## config.mk

```make
export PLATFORM = sky130hd
export DESIGN_NAME = sec_counter_core
export DESIGN_NICKNAME = d
export VERILOG_FILES = /design/src/rtl/sec_pkg.sv /design/src/rtl/sec_prescaler.sv /design/src/rtl/sec_counter.sv /design/src/rtl/sec_counter_core.sv
export SDC_FILE = /design/constraint.sdc
export NUM_CORES = 1
export LEC_CHECK = 0
export CELL_PAD_IN_SITES_DETAIL_PLACEMENT = 0
export CELL_PAD_IN_SITES_GLOBAL_PLACEMENT = 1
export CORE_MARGIN = 8
export CORE_UTILIZATION = 43
export DETAILED_ROUTE_END_ITERATION = 12
export PLACE_DENSITY = 0.9
export SETUP_SLACK_MARGIN = 0.02
export SKIP_LAST_GASP = 1
export SLEW_MARGIN = 5
export SYNTH_ARGS = -nofsm -noshare
export SYNTH_HDL_FRONTEND = slang
export SYNTH_SLANG_ARGS = --single-unit
```

## constraint.sdc

```tcl
create_clock -name clk -period 5.25 [get_ports clk]
set_input_delay 0.7875 -clock clk [delete_from_list [all_inputs] [get_ports clk]]
set_output_delay 0.7875 -clock clk [all_outputs]
set_load 0.01 [all_outputs]
```

## src/rtl/sec_pkg.sv

```systemverilog
package sec_pkg;
  // Nominal trim code: tick period equals REF_HZ cycles at this value.
  localparam int unsigned TRIM_NOMINAL = 3;

  // Per-counter control bundle.
  typedef struct packed {
    logic clr;
    logic load;
    logic gate;
  } cnt_ctl_t;

  // Terminal phase value for a given nonzero trim code.
  function automatic int term_count(input int ref_hz, input int step, input int trim);
    return ref_hz - 1 - (trim - int'(TRIM_NOMINAL)) * step;
  endfunction
endpackage

```

## src/rtl/sec_prescaler.sv

```systemverilog
module sec_prescaler #(
  parameter int unsigned REF_HZ    = 32768,
  parameter int unsigned TRIM_STEP = 4,
  parameter int unsigned TRIM_W    = 3
) (
  input  logic              clk,
  input  logic              rst_n,
  input  logic [TRIM_W-1:0] trim_i,
  input  logic              trim_we_i,
  output logic              tick_o
);
  import sec_pkg::*;

  // Longest period occurs at trim 1.
  localparam int unsigned MAX_PERIOD = REF_HZ + (TRIM_NOMINAL - 1) * TRIM_STEP;
  localparam int unsigned DIV_W      = $clog2(MAX_PERIOD);

  logic [TRIM_W-1:0] trim_q, trim_d;
  logic [DIV_W-1:0]  div_q, div_d;
  logic [DIV_W-1:0]  limit;
  logic              run_en;

  always_comb begin
    limit  = DIV_W'(term_count(int'(REF_HZ), int'(TRIM_STEP), int'(trim_q)));
    run_en = (trim_q != '0);
    tick_o = run_en && (div_q >= limit);
  end

  always_comb begin
    trim_d = trim_we_i ? trim_i : trim_q;
    if (!run_en)     div_d = div_q;
    else if (tick_o) div_d = '0;
    else             div_d = div_q + 1'b1;
  end

  always_ff @(posedge clk or negedge rst_n) begin
    if (!rst_n) begin
      trim_q <= TRIM_W'(TRIM_NOMINAL);
      div_q  <= '0;
    end else begin
      trim_q <= trim_d;
      div_q  <= div_d;
    end
  end
endmodule

```

## src/rtl/sec_counter.sv

```systemverilog
module sec_counter #(
  parameter int unsigned CNT_W = 32
) (
  input  logic             clk,
  input  logic             rst_n,
  input  logic             tick_i,
  input  sec_pkg::cnt_ctl_t ctl_i,
  input  logic [CNT_W-1:0] data_i,
  output logic [CNT_W-1:0] count_o
);
  logic [CNT_W-1:0] cnt_q, cnt_d;
  logic             cnt_en;

  always_comb begin
    cnt_en = ctl_i.clr | ctl_i.load | (tick_i & ctl_i.gate);
    if (ctl_i.clr)       cnt_d = '0;
    else if (ctl_i.load) cnt_d = data_i;
    else                 cnt_d = cnt_q + 1'b1;
  end

  always_ff @(posedge clk or negedge rst_n) begin
    if (!rst_n)      cnt_q <= '0;
    else if (cnt_en) cnt_q <= cnt_d;
  end

  assign count_o = cnt_q;
endmodule

```

## src/rtl/sec_counter_core.sv

```systemverilog
module sec_counter_core #(
  parameter int unsigned REF_HZ    = 32768,
  parameter int unsigned TRIM_STEP = 4,
  parameter int unsigned CNT_W     = 32,
  parameter int unsigned TRIM_W    = 3
) (
  input  logic              clk,
  input  logic              rst_n,
  input  logic [TRIM_W-1:0] trim_i,
  input  logic              trim_we_i,
  input  logic              supply_ok_i,
  input  logic              clr_run_i,
  input  logic              clr_pwr_i,
  input  logic              load_run_i,
  input  logic              load_pwr_i,
  input  logic [CNT_W-1:0]  load_data_i,
  output logic [CNT_W-1:0]  run_count_o,
  output logic [CNT_W-1:0]  pwr_count_o,
  output logic              tick_o
);
  import sec_pkg::*;

  localparam int unsigned N_CNT = 2;

  logic             tick;
  cnt_ctl_t         ctl   [N_CNT];
  logic [CNT_W-1:0] count [N_CNT];

  sec_prescaler #(
    .REF_HZ   (REF_HZ),
    .TRIM_STEP(TRIM_STEP),
    .TRIM_W   (TRIM_W)
  ) u_pre (
    .clk      (clk),
    .rst_n    (rst_n),
    .trim_i   (trim_i),
    .trim_we_i(trim_we_i),
    .tick_o   (tick)
  );

  // Index 0: run counter (always gated on); index 1: powered-time counter.
  always_comb begin
    ctl[0] = '{clr: clr_run_i, load: load_run_i, gate: 1'b1};
    ctl[1] = '{clr: clr_pwr_i, load: load_pwr_i, gate: supply_ok_i};
  end

  for (genvar g = 0; g < N_CNT; g++) begin : g_cnt
    sec_counter #(.CNT_W(CNT_W)) u_cnt (
      .clk    (clk),
      .rst_n  (rst_n),
      .tick_i (tick),
      .ctl_i  (ctl[g]),
      .data_i (load_data_i),
      .count_o(count[g])
    );
  end

  assign run_count_o = count[0];
  assign pwr_count_o = count[1];
  assign tick_o      = tick;
endmodule

```

# == Word level (Yosys, flattened, before mapping) ==
# Cells that the tools add are included.
# word_totals
inputBits,43
ff_bits,83
out_inout_bits,65
wordCells,22
# op_classes
mux,5
n_lt_le_gt_ge,1
n_addsub,5
reduce_logical,2
bitwise_logic,5
# op_table
cell,n
2-to-1 mux 32 bit,4
"adder 32 x 1 -> 32 bit, second input constant",2
"adder 16 x 1 -> 16 bit, second input constant",1
>= comparator 16 bit,1
2-to-1 mux 16 bit,1
"subtractor 16 bit, first input constant",1
OR 1 bit,4
"subtractor 3 x 2 -> 4 bit, second input constant",1
nonzero test 3 bit,1
bitwise AND 1 bit,1
logical AND 1 bit,1

# == Depth between registers and ports, before layout ==
# depth
word_depth,6
depth_mapped,11
depth_no_buf,10

# == Modules after synthesis ==
# Synthesis repeated with hierarchy kept, for this count alone.
# unflattened
hier_cells,592
area_unflattened_um2,5283.8
# modules_own_cells
mod,cells_per_inst,n_inst,seq_area_each_um2,area_per_inst_um2
sec_counter,229,2,800.8,1998.2
sec_prescaler,133,1,478.0,1283.7
sec_counter_core,1,1,0.0,3.8

# == Worst setup path after synthesis ==
# Ideal clock, no wire load.
# synth_timing
path_kind,register to output
startpoint,register u_pre.trim_q[0]
endpoint,output port tick_o
t_required_ns,4.463
path_slack_ns,1.941
path_stages_with_launch,10
n_path_buf,1
arrival_ns,2.522
cell_sequence,dfstp_2 a21o_1 inv_1 ha_1 a211oi_1 nor2_1 o311ai_4 and2_1 clkinv_1 clkbuf_1
# synth_via
elab_chain_len,4
elab_cells_between_ends,5
cone_classes,2 x add/sub; 1 x order compare; 2 x reduce/logical
# synth_rtl
element,line_no,rtl
start: declaration,sec_prescaler.sv:18,"logic [TRIM_W-1:0] trim_q, trim_d;"
start signal: assignment,sec_prescaler.sv:38,trim_q <= TRIM_W'(TRIM_NOMINAL);
start signal: assignment,sec_prescaler.sv:41,trim_q <= trim_d;
subtractor 3 x 2 -> 4 bit,sec_pkg.sv:14,return ref_hz - 1 - (trim - int'(TRIM_NOMINAL)) * step;
subtractor 16 bit,sec_pkg.sv:14,
>= comparator 16 bit,sec_prescaler.sv:26,tick_o = run_en && (div_q >= limit);
logical AND 1 bit (*),sec_prescaler.sv:26,
end: declaration,sec_counter_core.sv:19,output logic tick_o
# Every way passes the cells marked *; elsewhere a longest branch is shown, timed or not.

# == Worst setup path in the final report ==
# Same ends and word-level chain as after synthesis.

==> metrics.txt <==
# TYPE chip_impl_metric gauge
chip_impl_metric{name="floorplan.core_area",unit="sq um"} 12600
chip_impl_metric{name="h-tree-depth",unit=""} 3
chip_impl_metric{name="die_h",unit="um"} 129
chip_impl_metric{name="post-synth-top-area-fraction",unit="%"} 36.7
chip_impl_metric{name="synth_enable_flop_cells",unit=""} 0
chip_impl_metric{name="finish.utilization",unit="%"} 55.7
chip_impl_metric{name="leakage_power_summed_over_all_cells",unit="nW"} 2.96
chip_impl_metric{name="max_slew.worst_pin.slew",unit="ps"} 1090
chip_impl_metric{name="drc",unit=""} 0
chip_impl_metric{name="grt_pass1_wl",unit="um"} 27000
chip_impl_metric{name="post-layout-total-power",unit="mW"} 1.81
chip_impl_metric{name="synth_compound_area_share",unit="%"} 26.4
chip_impl_metric{name="ff_latch_area",unit="sq um"} 2080
chip_impl_metric{name="timing.final.crit_period",unit="ps"} 4190
chip_impl_metric{name="antenna_found_initial",unit=""} 0
chip_impl_metric{name="syn-num-nets",unit=""} 694
chip_impl_metric{name="timing.setup.tns",unit="ps"} 0
chip_impl_metric{name="critical_path.max_stage_delay",unit="ps"} 540
chip_impl_metric{name="nNetsFinal",unit=""} 783
chip_impl_metric{name="ratio_of_final_minimum_period_to_clock_period",unit="%"} 79.9
chip_impl_metric{name="synth-seq-area-share",unit="%"} 37.6
chip_impl_metric{name="clk_pin_slew_worst_paths",unit="ps"} 60
chip_impl_info{name="synth_top_family_by_area",value="compound AO/OA/AOI/OAI gates"} 1
chip_impl_metric{name="cp_data_arrival_time",unit="ps"} 3410
chip_impl_metric{name="row_count",unit=""} 41
chip_impl_metric{name="cts_resized",unit=""} 0
chip_impl_metric{name="powerDensity",unit="nW/um^2"} 259
chip_impl_metric{name="initial_core_utilization",unit="%"} 44.0
chip_impl_metric{name="slew_headroom",unit="%"} 27.3
chip_impl_metric{name="boundaryPins",unit=""} 108
chip_impl_metric{name="first_global_vias",unit=""} 5133
chip_impl_info{name="critical_path_class",value="reg -> out"} 1
chip_impl_metric{name="design.die.area",unit="sq um"} 16700
chip_impl_info{name="root_buffer",value="sky130_fd_sc_hd__clkbuf_16"} 1
chip_impl_info{name="yosys.cell_count.top_type",value="sky130_fd_sc_hd__a21oi_1"} 1
chip_impl_metric{name="dr.first_iter.drc_count",unit=""} 502
chip_impl_metric{name="route.final.wire_length",unit="um"} 16900
chip_impl_metric{name="final.setup.worst_slack",unit="ps"} 1060
chip_impl_metric{name="synth_area",unit="sq um"} 5530
chip_impl_metric{name="max_cap_violations",unit=""} 0
chip_impl_metric{name="place.port_buffers",unit=""} 107
chip_impl_metric{name="cts_max_path_buffers",unit=""} 2
chip_impl_info{name="critPathTopFamily",value="buffers and inverters"} 1
chip_impl_info{name="outcome",value="finished clean"} 1
chip_impl_metric{name="track_usage",unit="%"} 20.5
chip_impl_metric{name="syn_to_final_growth",unit="%"} 26.7
chip_impl_info{name="synth_area_leaders",value="sky130_fd_sc_hd__dfrtp_1 (37%), sky130_fd_sc_hd__a21oi_1 (7.7%), sky130_fd_sc_hd__xor2_1 (5.1%)"} 1
chip_impl_metric{name="timing.critical_path.required",unit="ps"} 4460
chip_impl_metric{name="place_hpwl",unit="um"} 12300
chip_impl_metric{name="place_area",unit="sq um"} 6710
chip_impl_metric{name="clock.fmax",unit="MHz"} 238
chip_impl_metric{name="synthAdderAreaFrac",unit="%"} 4.30
chip_impl_metric{name="whs_path_depth",unit=""} 2
chip_impl_info{name="holdCritPathClass",value="reg -> reg"} 1
chip_impl_metric{name="synth-xor-area-share",unit="%"} 8.55
chip_impl_info{name="critical_path.endpoint_type",value="output port"} 1
chip_impl_metric{name="clock_latency",unit="ps"} 350
chip_impl_metric{name="ys_seq_elements",unit=""} 83
chip_impl_metric{name="cts_inserted_buffers",unit=""} 9
chip_impl_metric{name="timing.critical_path.depth",unit=""} 9
chip_impl_metric{name="preCtsSetupSlack",unit="ps"} 1440
chip_impl_metric{name="post-route-cell-area",unit="sq um"} 7000
chip_impl_metric{name="synth_mux_area_share",unit="%"} 0.407
chip_impl_metric{name="routed_wire_length_per_instance",unit="um"} 18.8
chip_impl_metric{name="vdd_drop_max",unit="V"} 0.000174
chip_impl_metric{name="grt_overflow",unit=""} 0
chip_impl_metric{name="fillers",unit=""} 1171
chip_impl_info{name="synth_flop_cell",value="sky130_fd_sc_hd__dfrtp_1"} 1
chip_impl_metric{name="holdBufCountCts",unit=""} 0
chip_impl_metric{name="final-hold-violation-count",unit=""} 0
chip_impl_metric{name="timing.clock.skew",unit="ps"} 7.51
chip_impl_metric{name="slew_violations",unit=""} 0
chip_impl_metric{name="yosys_warnings",unit=""} 0
chip_impl_metric{name="chipWidth",unit="um"} 129
chip_impl_metric{name="gp_routability_congestion",unit=""} 0.850
chip_impl_metric{name="worst-path-max-fanout",unit=""} 13
chip_impl_metric{name="post_cts.repair.setup_buffers",unit=""} 0
chip_impl_info{name="clock_tree_from_tritoncts",value="done"} 1
chip_impl_metric{name="multiInputGateArea",unit="sq um"} 3100
chip_impl_metric{name="syn-instance-count",unit=""} 632
chip_impl_metric{name="post_synthesis_share_of_cell_area_spent_on_and_or_nand_and_nor_gates",unit="%"} 16.3
chip_impl_info{name="timing.critical_path.cells",value="a21o_1, inv_1, ha_1, a211oi_1, nor2_1, o311ai_4, and2_1, clkinv_1, clkdlybuf4s50_1"} 1
chip_impl_metric{name="netlist-cell-type-count",unit=""} 60
chip_impl_metric{name="post_route_cells_drive_above_1_share",unit="%"} 5.51
chip_impl_info{name="yosysTopAreaCell",value="sky130_fd_sc_hd__dfrtp_1"} 1
chip_impl_metric{name="num_antenna_cells",unit=""} 0
chip_impl_info{name="startpoint_type",value="flop"} 1
chip_impl_metric{name="drt_pre_antenna_iters",unit=""} 5
chip_impl_info{name="synthTopCellsByCount",value="sky130_fd_sc_hd__a21oi_1 (85), sky130_fd_sc_hd__dfrtp_1 (81), sky130_fd_sc_hd__inv_1 (53)"} 1
chip_impl_metric{name="num_vias",unit=""} 5132
chip_impl_metric{name="dr_vias_cell",unit=""} 5.71
chip_impl_info{name="rsz0062_at_grt",value="no"} 1
chip_impl_metric{name="async_flop_share",unit="%"} 100
chip_impl_metric{name="maximum_number_of_pins_on_one_net_before_global_route_repair",unit=""} 84
chip_impl_info{name="slowest_stage",value="sky130_fd_sc_hd__dfstp_2"} 1
chip_impl_metric{name="cts.sinks",unit=""} 83
chip_impl_metric{name="worst-path-buf-inv",unit=""} 3
chip_impl_metric{name="finalSetupViolations",unit=""} 0
chip_impl_metric{name="antenna_violating_nets_post_route",unit=""} 0
chip_impl_metric{name="syn_avg_cell_area",unit="sq um"} 8.75
chip_impl_metric{name="ff2ff_path_depth",unit=""} 10
## worst min-delay path, cell delays in order, from the launching register on
cell                      delay, ps
sky130_fd_sc_hd__dfstp_2        370
sky130_fd_sc_hd__inv_1           70
sky130_fd_sc_hd__o21ai_0         90
## per-layer routing
metal  part of all wire, %  up-vias  GRT usage (%)
met5                     0        -              0
met4                   1.5        0           6.91
met3                   5.9       18           4.07
met2                    49      141           34.2
met1                    44     2514           26.1
li1                      -     2459              -
## worst paths after layout
| path | from | endpoint | slack (ps) |
|---|---|---|---|
| max reg2reg | u_pre.trim_q[0] | g_cnt[0].u_cnt.count_o[28] | 1820 |
| min reg2reg | u_pre.trim_q[1] | u_pre.trim_q[1] | 540 |
| max in group asynchronous | rst_n | g_cnt[0].u_cnt.count_o[6] | 3910 |
| max | u_pre.trim_q[0] | tick_o | 1060 |
| min in group asynchronous | rst_n | u_pre.div_q[2] | 630 |
| min | u_pre.trim_q[1] | u_pre.trim_q[1] | 540 |
## cells by family (layout without fill, tap and decap cells)
logic type / Yosys count / after routing
adder cells (fa/ha/maj): 19 / 19
XOR/XNOR: 54 / 54
AO/OA/AOI/OAI: 213 / 213
multiplexers: 2 / 2
buffers and inverters: 90 / 184
AND/OR/NAND/NOR: 171 / 171
flip-flops: 83 / 83
## sequential cells by signal, summed over array words and instances (netlist names)
name                 cells
g_cnt.u_cnt.count_o     64
u_pre.div_q             16
u_pre.trim_q             3
## layout make-up
class,count,share of cell area (%)
well taps,172,3.07
clock inverters,5,0.750
multi-input cells,459,44.2
repair buffers,114,15.9
clock buffers,11,3.47
flip-flops and latches,83,29.7
inverters,54,2.89
## where the power goes
part	internal, mW	switching (mW)
clock	0.379	0.263
combinational	0.190	0.193
sequential	0.703	0.0822
## metrics by stage
step / cells / hold WS, ps
after global routing: 898 / 572
after global placement: 882 / 492
after detailed placement: 882 / 539
after CTS: 898 / 551
final: 898 / 544
after floorplan: 632 / 476
## cells in the final DEF, fill, tap and decap left out, types with 3 or more instances in the layout
cell,count
sky130_fd_sc_hd__nand3_1,23
sky130_fd_sc_hd__o21ai_0,16
sky130_fd_sc_hd__o22ai_1,3
sky130_fd_sc_hd__a221oi_1,5
sky130_fd_sc_hd__ha_1,19
sky130_fd_sc_hd__clkbuf_16,9
sky130_fd_sc_hd__dfrtp_1,81
sky130_fd_sc_hd__xor2_1,32
sky130_fd_sc_hd__buf_4,8
sky130_fd_sc_hd__a211oi_1,12
sky130_fd_sc_hd__a2111oi_0,6
sky130_fd_sc_hd__a21o_1,20
sky130_fd_sc_hd__a31oi_1,6
sky130_fd_sc_hd__or3_1,9
sky130_fd_sc_hd__nand2_1,48
sky130_fd_sc_hd__clkdlybuf4s50_1,105
sky130_fd_sc_hd__inv_1,53
sky130_fd_sc_hd__xnor2_1,22
sky130_fd_sc_hd__and3_1,16
sky130_fd_sc_hd__clkinv_2,3
sky130_fd_sc_hd__nor2_1,26
sky130_fd_sc_hd__a2111oi_1,5
sky130_fd_sc_hd__and4_1,4
sky130_fd_sc_hd__o31a_1,13
sky130_fd_sc_hd__o21a_1,25
sky130_fd_sc_hd__a21oi_1,85
sky130_fd_sc_hd__nor3_1,6
sky130_fd_sc_hd__and2_1,7
sky130_fd_sc_hd__nand4_1,16
No activity file was read; power rests on OpenSTA's default activity.
